## src/rtl/dac_i2c_pkg.sv

```systemverilog
package dac_i2c_pkg;

    typedef enum logic [2:0] {
        ST_IDLE,
        ST_ADDR,
        ST_ADDR_ACK,
        ST_WR_BYTE,
        ST_WR_ACK,
        ST_RD_BYTE,
        ST_RD_ACK,
        ST_IGNORE
    } dac_bus_st_e;

endpackage

```

## src/rtl/i2c_line_filter.sv

```systemverilog
module i2c_line_filter #(
    parameter int STABLE_CYC  = 5,
    parameter int SYNC_STAGES = 2
) (
    input  logic clk,
    input  logic rst_n,
    input  logic raw_i,
    output logic clean_o
);
    localparam int CNT_W = $clog2(STABLE_CYC + 1);

    logic [SYNC_STAGES-1:0] sync_q;
    logic [CNT_W-1:0]       cnt_q;
    logic                   synced;

    assign synced = sync_q[SYNC_STAGES-1];

    always_ff @(posedge clk or negedge rst_n) begin
        if (!rst_n) begin
            sync_q  <= '1;
            cnt_q   <= '0;
            clean_o <= 1'b1;
        end else begin
            sync_q <= {sync_q[SYNC_STAGES-2:0], raw_i};
            if (synced == clean_o) begin
                cnt_q <= '0;
            end else if (cnt_q == CNT_W'(STABLE_CYC - 1)) begin
                clean_o <= synced;
                cnt_q   <= '0;
            end else begin
                cnt_q <= cnt_q + 1'b1;
            end
        end
    end
endmodule

```

## src/rtl/i2c_cond_detect.sv

```systemverilog
module i2c_cond_detect (
    input  logic clk,
    input  logic rst_n,
    input  logic scl_i,
    input  logic sda_i,
    output logic scl_rise,
    output logic scl_fall,
    output logic start_ev,
    output logic stop_ev
);
    logic scl_q, sda_q;

    always_ff @(posedge clk or negedge rst_n) begin
        if (!rst_n) begin
            scl_q <= 1'b1;
            sda_q <= 1'b1;
        end else begin
            scl_q <= scl_i;
            sda_q <= sda_i;
        end
    end

    assign scl_rise = scl_i & ~scl_q;
    assign scl_fall = ~scl_i & scl_q;
    assign start_ev = scl_i & scl_q & sda_q & ~sda_i;
    assign stop_ev  = scl_i & scl_q & ~sda_q & sda_i;
endmodule

```

## src/rtl/dac_i2c_slave.sv

```systemverilog
module dac_i2c_slave
    import dac_i2c_pkg::*;
#(
    parameter int         FILT_CYCLES = 5,
    parameter int         CODE_W      = 10,
    parameter logic [4:0] DEV_ADDR_HI = 5'b00011
) (
    input  logic              clk,
    input  logic              rst_n,
    input  logic              scl_i,
    input  logic              sda_i,
    input  logic              pd_pin,
    output logic              sda_drive_low,
    output logic [CODE_W-1:0] dac_code,
    output logic              pwr_down
);
    localparam int WORD_W   = 16;
    localparam int CODE_LSB = 4;
    localparam int CODE_MSB = CODE_LSB + CODE_W - 1;
    localparam int PD_BIT   = WORD_W - 1;
    localparam int NLINES   = 2;

    // line filters: index 1 = SCL, index 0 = SDA
    logic [NLINES-1:0] raw_lines, clean_lines;
    logic scl_flt, sda_flt;
    assign raw_lines = {scl_i, sda_i};

    for (genvar g = 0; g < NLINES; g++) begin : g_filt
        i2c_line_filter #(.STABLE_CYC(FILT_CYCLES)) filt_i (
            .clk     (clk),
            .rst_n   (rst_n),
            .raw_i   (raw_lines[g]),
            .clean_o (clean_lines[g])
        );
    end

    assign scl_flt = clean_lines[1];
    assign sda_flt = clean_lines[0];

    logic scl_rise, scl_fall, start_ev, stop_ev;

    i2c_cond_detect cond_i (
        .clk      (clk),
        .rst_n    (rst_n),
        .scl_i    (scl_flt),
        .sda_i    (sda_flt),
        .scl_rise (scl_rise),
        .scl_fall (scl_fall),
        .start_ev (start_ev),
        .stop_ev  (stop_ev)
    );

    dac_bus_st_e       st_q, st_d;
    logic [3:0]        bit_cnt_q;
    logic              byte_idx_q;
    logic              nack_q;
    logic [7:0]        addr_sh_q;
    logic [WORD_W-1:0] inreg_q;
    logic [WORD_W-1:0] rd_sh_q;
    logic [CODE_W-1:0] dac_code_q;
    logic              soft_pd_q;
    logic              addr_hit;

    assign addr_hit = (addr_sh_q[7:3] == DEV_ADDR_HI);

    // state register
    always_ff @(posedge clk or negedge rst_n) begin
        if (!rst_n) st_q <= ST_IDLE;
        else        st_q <= st_d;
    end

    // next-state logic
    always_comb begin
        st_d = st_q;
        if (stop_ev) begin
            st_d = ST_IDLE;
        end else if (start_ev) begin
            st_d = ST_ADDR;
        end else begin
            unique case (st_q)
                ST_IDLE, ST_IGNORE: ;
                ST_ADDR:     if (scl_fall && bit_cnt_q == 4'd8)
                                 st_d = addr_hit ? ST_ADDR_ACK : ST_IGNORE;
                ST_ADDR_ACK: if (scl_fall)
                                 st_d = addr_sh_q[0] ? ST_RD_BYTE : ST_WR_BYTE;
                ST_WR_BYTE:  if (scl_fall && bit_cnt_q == 4'd8)
                                 st_d = ST_WR_ACK;
                ST_WR_ACK:   if (scl_fall)
                                 st_d = byte_idx_q ? ST_IGNORE : ST_WR_BYTE;
                ST_RD_BYTE:  if (scl_fall && bit_cnt_q == 4'd7)
                                 st_d = ST_RD_ACK;
                ST_RD_ACK:   if (scl_fall)
                                 st_d = (nack_q || byte_idx_q) ? ST_IGNORE : ST_RD_BYTE;
                default:     st_d = ST_IDLE;
            endcase
        end
    end

    // datapath registers
    always_ff @(posedge clk or negedge rst_n) begin
        if (!rst_n) begin
            bit_cnt_q  <= '0;
            byte_idx_q <= 1'b0;
            nack_q     <= 1'b0;
            addr_sh_q  <= '0;
            inreg_q    <= '0;
            rd_sh_q    <= '0;
            dac_code_q <= '0;
            soft_pd_q  <= 1'b0;
        end else if (start_ev || stop_ev) begin
            bit_cnt_q  <= '0;
            byte_idx_q <= 1'b0;
        end else begin
            unique case (st_q)
                ST_ADDR: if (scl_rise) begin
                    addr_sh_q <= {addr_sh_q[6:0], sda_flt};
                    bit_cnt_q <= bit_cnt_q + 1'b1;
                end
                ST_ADDR_ACK: if (scl_fall) begin
                    bit_cnt_q  <= '0;
                    byte_idx_q <= 1'b0;
                    rd_sh_q    <= inreg_q;
                end
                ST_WR_BYTE: begin
                    if (scl_rise) begin
                        inreg_q   <= {inreg_q[WORD_W-2:0], sda_flt};
                        bit_cnt_q <= bit_cnt_q + 1'b1;
                    end
                    if (scl_fall && bit_cnt_q == 4'd8 && byte_idx_q) begin
                        dac_code_q <= inreg_q[CODE_MSB:CODE_LSB];
                        soft_pd_q  <= inreg_q[PD_BIT];
                    end
                end
                ST_WR_ACK: if (scl_fall) begin
                    bit_cnt_q  <= '0;
                    byte_idx_q <= 1'b1;
                end
                ST_RD_BYTE: if (scl_fall) begin
                    rd_sh_q   <= {rd_sh_q[WORD_W-2:0], 1'b0};
                    bit_cnt_q <= (bit_cnt_q == 4'd7) ? 4'd0 : bit_cnt_q + 1'b1;
                end
                ST_RD_ACK: begin
                    if (scl_rise) nack_q <= sda_flt;
                    if (scl_fall) begin
                        byte_idx_q <= 1'b1;
                        if (byte_idx_q) inreg_q <= '0;
                    end
                end
                default: ;
            endcase
        end
    end

    // outputs
    always_comb begin
        sda_drive_low = (st_q == ST_ADDR_ACK) || (st_q == ST_WR_ACK) ||
                        ((st_q == ST_RD_BYTE) && !rd_sh_q[WORD_W-1]);
        dac_code      = dac_code_q;
        pwr_down      = pd_pin | soft_pd_q;
    end
endmodule

```

## config.mk

```make
export PLATFORM = sky130hd
export DESIGN_NAME = dac_i2c_slave
export DESIGN_NICKNAME = d
export VERILOG_FILES = /design/src/rtl/dac_i2c_pkg.sv /design/src/rtl/i2c_line_filter.sv /design/src/rtl/i2c_cond_detect.sv /design/src/rtl/dac_i2c_slave.sv
export SDC_FILE = /design/constraint.sdc
export NUM_CORES = 1
export LEC_CHECK = 0
export ABC_AREA = 0
export BUFFER_PORTS_ARGS = -buffer_cell sky130_fd_sc_hd__buf_2
export CAP_MARGIN = 20
export CORE_UTILIZATION = 57
export CTS_BUF_LIST = sky130_fd_sc_hd__clkbuf_4
export CTS_CLUSTER_SIZE = 16
export DETAILED_ROUTE_END_ITERATION = 12
export PLACE_DENSITY = 0.75
export SKIP_LAST_GASP = 1
export SLEW_MARGIN = 20
export SYNTH_ARGS = -nofsm -noshare
export SYNTH_HDL_FRONTEND = slang
export SYNTH_HIERARCHICAL = 1
export SYNTH_SLANG_ARGS = --single-unit
export TNS_END_PERCENT = 50
```

## constraint.sdc

```tcl
create_clock -name clk -period 2.17 [get_ports clk]
set_clock_uncertainty 0.15 [all_clocks]
set_input_delay 0.217 -clock clk [delete_from_list [all_inputs] [get_ports clk]]
set_output_delay 0.217 -clock clk [all_outputs]
set_load 0.05 [all_outputs]
```

==> impl_metrics.py, run 1 <==
metrics = {
    "global_routing": {
        "grt_max_degree": 39,
        "grt_pass1_wl_um": 10700,
        "antenna_found_initial": 0,
        "overflow": 0,
        "grt_pass1_vias": 2278,
        "grtUsageTotal_pct": 22.6,
    },
    "logic_synthesis": {
        "synth_edf_count": 0,
        "synth-seq-area-share_pct": 54.6,
        "yosysWarnings": 6,
        "syn_nets": 313,
        "synthDistinctLibCells": 54,
        "ys.flop_type": "dfrtp_1",
        "synthMuxAreaShare_pct": 12.8,
        "syn_area_sq_um": 3410,
        "synth_seq_cells": 74,
        "synth_top_family_by_area": "simple AND/OR/NAND/NOR gates",
        "synthAdderAreaFrac_pct": 2.20,
        "synthXorXnorAreaFrac_pct": 0.770,
        "syn_inst": 302,
        "async_reset_ff_share_pct": 100,
        "synth-simple-area-share_pct": 15.6,
        "synth_compound_area_share_pct": 10.5,
        "avgSynthCellArea_sq_um": 11.3,
    },
    "sta": {
        "achievable-frequency_mhz": 469,
        "hold_viol": 0,
        "fin_setup_tns_ps": 0,
        "max_slew_margin_pct": 66.5,
        "fin_crit_sh_pct": 98.3,
        "setup_ws_ps": 37.0,
        "drv_slew": 0,
        "rsz0062_at_grt": "yes",
        "post-route-min-period_ps": 2130,
        "finalSetupViolCount": 0,
        "tightest_slew_ps": 502,
        "hold_slack_ps": 147,
    },
    "final_layout": {
        "nets": 342,
        "final_common_cell": "dfrtp_1",
        "antenna_cells": 0,
        "instances_no_fill": 408,
        "final_cell_mix": "dfrtp_1 (65), nand2_1 (58), o21ai_1 (20)",
        "syn2layout_area_growth_pct": 10.9,
        "final_cell_area_sq_um": 3780,
        "drive_above_1_share_pct": 25.3,
        "nFillCells": 425,
        "finish.utilization_pct": 67.0,
    },
    "floorplan": {
        "fp.dieW_um": 79.4,
        "rows": 27,
        "initial_core_util_pct": 60.5,
        "die-area_sq_um": 6300,
        "die_h_um": 79.4,
        "ios": 17,
        "core_sq_um": 5640,
    },
    "place": {
        "place_area_sq_um": 3630,
        "routabilityCongestion": 0.889,
        "dp_slack_ps": -30.7,
        "placedCellCount": 388,
        "place_hpwl_um": 4060,
        "portBuffers": 16,
    },
    "detailed_routing": {
        "drtAntennaViolNets": 0,
        "via_per_inst": 5.59,
        "drt_iter0_drc": 164,
        "vias": 2279,
        "wl_um": 6000,
        "routedWlPerCell_um": 14.7,
        "dr.pass1.iters": 4,
        "drc": 0,
    },
    "power": {
        "ir_drop_v": 0.000483,
        "p_comb_share_pct": 17.8,
        "p_int_mw": 2.03,
        "pwr_density_cell_nw_per_um2": 769,
        "power_switching_uw": 876,
        "p_sw_share_pct": 30.1,
        "cellLeakagePower_nw": 1.74,
        "finalPower_mw": 2.91,
        "seq_power_share_pct": 57.8,
        "pwr-share-clk_pct": 24.4,
    },
    "critical_path": {
        "worstPathArrival_ps": 2320,
        "worst-setup-path-type": "register to register",
        "cp-start-kind": "register",
        "worstPathRequired_ps": 2360,
        "cp-end-kind": "register",
        "crit_fanout": 8,
        "worst-r2r-cell-count": 5,
    },
    "status": {
        "status": "completed",
    },
    "clock_tree": {
        "cts_made_buffers": 9,
        "cts_tree": "built",
        "h-tree-depth": 3,
        "clock_latency_ps": 410,
        "cts_max_path_buffers": 2,
        "cts_sinks": 74,
        "clkTransAtPathRegs_ps": 120,
        "cts-root-buf": "clkbuf_4",
    },
    "job": {
        "maxCapViolations": 0,
    },
    "hold_path": {
        "hold_path_class": "primary input to asynchronous set/reset pin",
    },
}
## sequential cells by signal (all words and copies together) (netlist names)
signal / flops
st_q: 3
g_filt.filt_i/sync_q: 4
dac_code: 10
cond_i/sda_q: 1
cond_i/scl_q: 1
rd_sh_q: 16
soft_pd_q: 1
bit_cnt_q: 4
inreg_q: 16
g_filt.filt_i/cnt_q: 6
byte_idx_q: 1
nack_q: 1
g_filt.filt_i/clean_o: 2
addr_sh_q: 8
## cell families after synthesis
family                     count (synthesis)
xor gates and xnor gates                   3
DFF                                       74
buffers and inverters                     23
AOI/OAI and AO/OA                         57
adders and majority gates                  6
and+or+nand+nor                          102
muxes                                     37
## worst max-delay path, stage by stage (launching register included)
cell and delay, ps:
dfstp_2 620, and4b_1 240, nor2_2 270, o221ai_1 210, or4_1 510, o211ai_2 70
## synthesized netlist by cell type, types with 2 or more instances
| library cell | instances | area, sq um |
|---|---|---|
| ha_1 | 6 | 75.1 |
| nand2_1 | 58 | 218 |
| inv_1 | 8 | 30.0 |
| dfstp_2 | 8 | 210 |
| and3b_1 | 2 | 17.5 |
| buf_6 | 3 | 33.8 |
| buf_2 | 8 | 40.0 |
| mux2_4 | 10 | 150 |
| dfrtp_1 | 66 | 1650 |
| or3b_1 | 2 | 17.5 |
| nand4_1 | 4 | 25.0 |
| a21oi_1 | 3 | 15.0 |
| o31ai_1 | 2 | 15.0 |
| xnor2_1 | 3 | 26.3 |
| nor3_1 | 2 | 10.0 |
| nor2_1 | 2 | 7.51 |
| o21ai_0 | 14 | 70.1 |
| nor3b_1 | 3 | 22.5 |
| nor2_2 | 2 | 12.5 |
| nand2b_1 | 4 | 25.0 |
| mux2i_1 | 15 | 150 |
| o21ai_1 | 20 | 100 |
| nor4_1 | 2 | 12.5 |
| mux2_2 | 12 | 135 |
| nor2b_1 | 7 | 43.8 |
| a21o_1 | 2 | 15.0 |
| a211oi_1 | 3 | 22.5 |
| and4b_1 | 2 | 20.0 |
| clkbuf_1 | 2 | 7.51 |
| nand3b_1 | 3 | 22.5 |
## worst paths after layout
check,slack (ps),end,startpoint
min in group clk,210,g_filt[0].filt_i/sync_q[1]$_DFF_PN1_,g_filt[0].filt_i/sync_q[0]$_DFF_PN1_
max in group asynchronous,1090,g_filt[0].filt_i/sync_q[0]$_DFF_PN1_,rst_n
setup reg to reg,40,bit_cnt_q[3]$_DFFE_PN0P_,g_filt[0].filt_i/clean_o$_DFFE_PN1P_
hold reg to reg,210,g_filt[0].filt_i/sync_q[1]$_DFF_PN1_,g_filt[0].filt_i/sync_q[0]$_DFF_PN1_
setup / recovery,40,bit_cnt_q[3]$_DFFE_PN0P_,g_filt[0].filt_i/clean_o$_DFFE_PN1P_
hold / removal,150,rd_sh_q[11]$_DFFE_PN0P_,rst_n
## power by group through the flow
stage / combinational, mW / clock [mW] / sequential (mW)
2_1_floorplan: 0.394 / 0 / 1.64
3_3_place_gp: 0.490 / 0 / 1.70
3_5_place_dp: 0.508 / 0 / 1.71
4_1_cts: 0.520 / 0.736 / 1.68
5_1_grt: 0.588 / 0.800 / 1.71
6_report: 0.518 / 0.709 / 1.68
## cell type report
cell class              instances  area [sq um]  area share, %
flip-flops and latches         74          1860           49.3
multi-input cells             205          1440           37.9
repair buffers                 33           255           6.75
well taps                      72          90.1           2.38
clock buffers                  10          75.1           1.98
clock inverters                 6          33.8          0.893
inverters                       8          30.0          0.794
## timing repair
item                                    CTS  global route
gates resized for setup                   0             3
hold buffers                              3             0
endpoints found under the hold margin    66             0
setup buffers                             1             0
endpoints found under the setup margin    8            30
cloned                                    0             0
pin swaps                                 1             0
## per-layer routing
metal	track usage (%)	routed length (um)
met5	0	0
met4	10.7	129
met3	5.26	173
met2	34.3	2800
met1	30.8	2890
No activity file was read; power rests on OpenSTA's default activity.
==> run 2, diff against run 1 <==
Settings changed: CORE_UTILIZATION 57 to 55, PLACE_DENSITY 0.75 to 0.73.
==> run 2 against run 1 <==
Clock-buffer cell count decreased by 1; sequential share of layout area decreased by 1.2 points; power increased by 10%; worst hold slack got worse by 2.9 ps; cell area increased by 2.6%; critical path depth increased by 1; fmax increased by 2.8%.
==> impl_metrics.py, run 2 (synthesized netlist as in run 1, its figures left out) <==
metrics = {
    "power": {
        "pwr-share-clk_pct": 31.1,
        "p_int_mw": 2.29,
        "power_switching_uw": 919,
        "cellLeakagePower_nw": 1.79,
        "p_comb_share_pct": 17.0,
        "p_sw_share_pct": 28.6,
        "seq_power_share_pct": 51.9,
        "ir_drop_v": 0.000705,
        "finalPower_mw": 3.21,
        "pwr_density_cell_nw_per_um2": 828,
    },
    "floorplan": {
        "die_h_um": 80.8,
        "core_sq_um": 5960,
        "fp.dieW_um": 80.8,
        "die-area_sq_um": 6520,
        "ios": 17,
        "rows": 28,
        "initial_core_util_pct": 57.3,
    },
    "final_layout": {
        "finish.utilization_pct": 65.1,
        "final_common_cell": "dfrtp_1",
        "antenna_cells": 0,
        "syn2layout_area_growth_pct": 13.7,
        "final_cell_area_sq_um": 3880,
        "final_cell_mix": "dfrtp_1 (63), nand2_1 (58), o21ai_1 (20)",
        "nFillCells": 480,
        "nets": 345,
        "drive_above_1_share_pct": 26.5,
    },
    "clock_tree": {
        "cts_setup_buffers": 0,
        "cts_max_path_buffers": 2,
        "cts_made_buffers": 9,
        "cts-root-buf": "clkbuf_4",
        "cts_sinks": 74,
        "h-tree-depth": 3,
        "clock_latency_ps": 430,
        "cts_tree": "built",
        "clkTransAtPathRegs_ps": 140,
    },
    "critical_path": {
        "cp-end-kind": "register",
        "worstPathRequired_ps": 2360,
        "worst-setup-path-type": "register to register",
        "cp-start-kind": "register",
        "worstPathArrival_ps": 2260,
        "crit_fanout": 11,
    },
    "place": {
        "dp_slack_ps": 103,
        "place_hpwl_um": 3970,
        "portBuffers": 16,
        "routabilityCongestion": 0.853,
        "place_area_sq_um": 3670,
    },
    "sta": {
        "rsz0062_at_grt": "yes",
        "finalSetupViolCount": 0,
        "tightest_slew_ps": 529,
        "setup_ws_ps": 95.0,
        "fin_crit_sh_pct": 95.6,
        "hold_viol": 0,
        "max_slew_margin_pct": 64.7,
        "drv_slew": 0,
        "achievable-frequency_mhz": 482,
        "post-route-min-period_ps": 2070,
    },
    "detailed_routing": {
        "via_per_inst": 5.48,
        "dr.pass1.iters": 4,
        "drc": 0,
        "drtAntennaViolNets": 0,
        "wl_um": 5940,
        "routedWlPerCell_um": 14.4,
        "drt_iter0_drc": 126,
        "vias": 2270,
    },
    "global_routing": {
        "grtUsageTotal_pct": 20.8,
        "grt_max_degree": 43,
        "antenna_found_initial": 0,
        "overflow": 0,
        "grt_pass1_vias": 2148,
        "grt_pass1_wl_um": 9920,
    },
    "job": {
        "maxCapViolations": 0,
    },
    "status": {
        "status": "completed",
    },
    "hold_path": {
        "hold_path_class": "primary input to asynchronous set/reset pin",
    },
}
[run 2: cell types whose count changed in the layout (fill, tap and decap cells not counted), moves of 2 or more]
cell       before  now
buf_4          12   14
clkinv_2        2    0
bufinv_16       0    2
dfrtp_1        65   63
dfrtp_2         1    3
[run 2: timing repair]
item | CTS | global route
hold endpoints to repair | 57 | 0
gates resized for setup | 1 | 3
endpoints found under the setup margin | 1 | 2
hold buffers | 3 | 0
[run 2: final cells by class]
cell class,instances,area [sq um],area share (%)
clock buffers,9,67.6,1.74
clock inverters,7,101,2.61
inverters,8,30.0,0.774
multi-input cells,205,1430,36.9
flip-flops and latches,74,1870,48.1
well taps,75,93.8,2.42
repair buffers,36,290,7.48
[run 2: final timing paths]
kind | from | slack [ps] | end | cells past startpoint
min in group clk | g_filt[1].filt_i/sync_q[0]$_DFF_PN1_ | 210 | g_filt[1].filt_i/sync_q[1]$_DFF_PN1_ | 0
worst max register to register | cond_i/scl_q$_DFF_PN1_ | 100 | dac_code[8]$_DFFE_PN0P_ | 6
max in group asynchronous | rst_n | 1120 | g_filt[1].filt_i/sync_q[0]$_DFF_PN1_ | 3
worst min register to register | g_filt[1].filt_i/sync_q[0]$_DFF_PN1_ | 210 | g_filt[1].filt_i/sync_q[1]$_DFF_PN1_ | 0
worst min-delay path | rst_n | 140 | rd_sh_q[7]$_DFFE_PN0P_ | 2
worst max-delay path | cond_i/scl_q$_DFF_PN1_ | 100 | dac_code[8]$_DFFE_PN0P_ | 6
[run 2: worst max-delay path, stage by stage, from the launching register on]
cell     delay [ps]
dfstp_2         560
nor2b_1         200
nand4_1         170
nor3_2          230
nand4_1         130
buf_4           230
mux2_4          320
[run 2: through the flow]
step                TNS (ps)  cells  hold slack, ps
floorplan                  0    302            -229
global placement           0    395            88.3
detailed placement         0    395            88.9
CTS                        0    414             142
global route          -0.858    414             176
finish                     0    414             144
[run 2: power by group through the flow]
| stage | logic (mW) | registers (mW) | clock network (mW) |
|---|---|---|---|
| 2_1_floorplan | 0.394 | 1.64 | 0 |
| 3_3_place_gp | 0.534 | 1.69 | 0 |
| 3_5_place_dp | 0.546 | 1.69 | 0 |
| 4_1_cts | 0.556 | 1.67 | 1.02 |
| 5_1_grt | 0.618 | 1.69 | 1.08 |
| 6_report | 0.548 | 1.67 | 0.998 |
[run 2: layer usage]
layer / up-vias / track usage [%] / share of wire [%]
met2: 35 / 31.2 / 45
met5: - / 0 / 0
met1: 1103 / 27.6 / 49
met4: 0 / 12.3 / 2.2
met3: 12 / 5.17 / 3.7
li1: 1120 / - / -
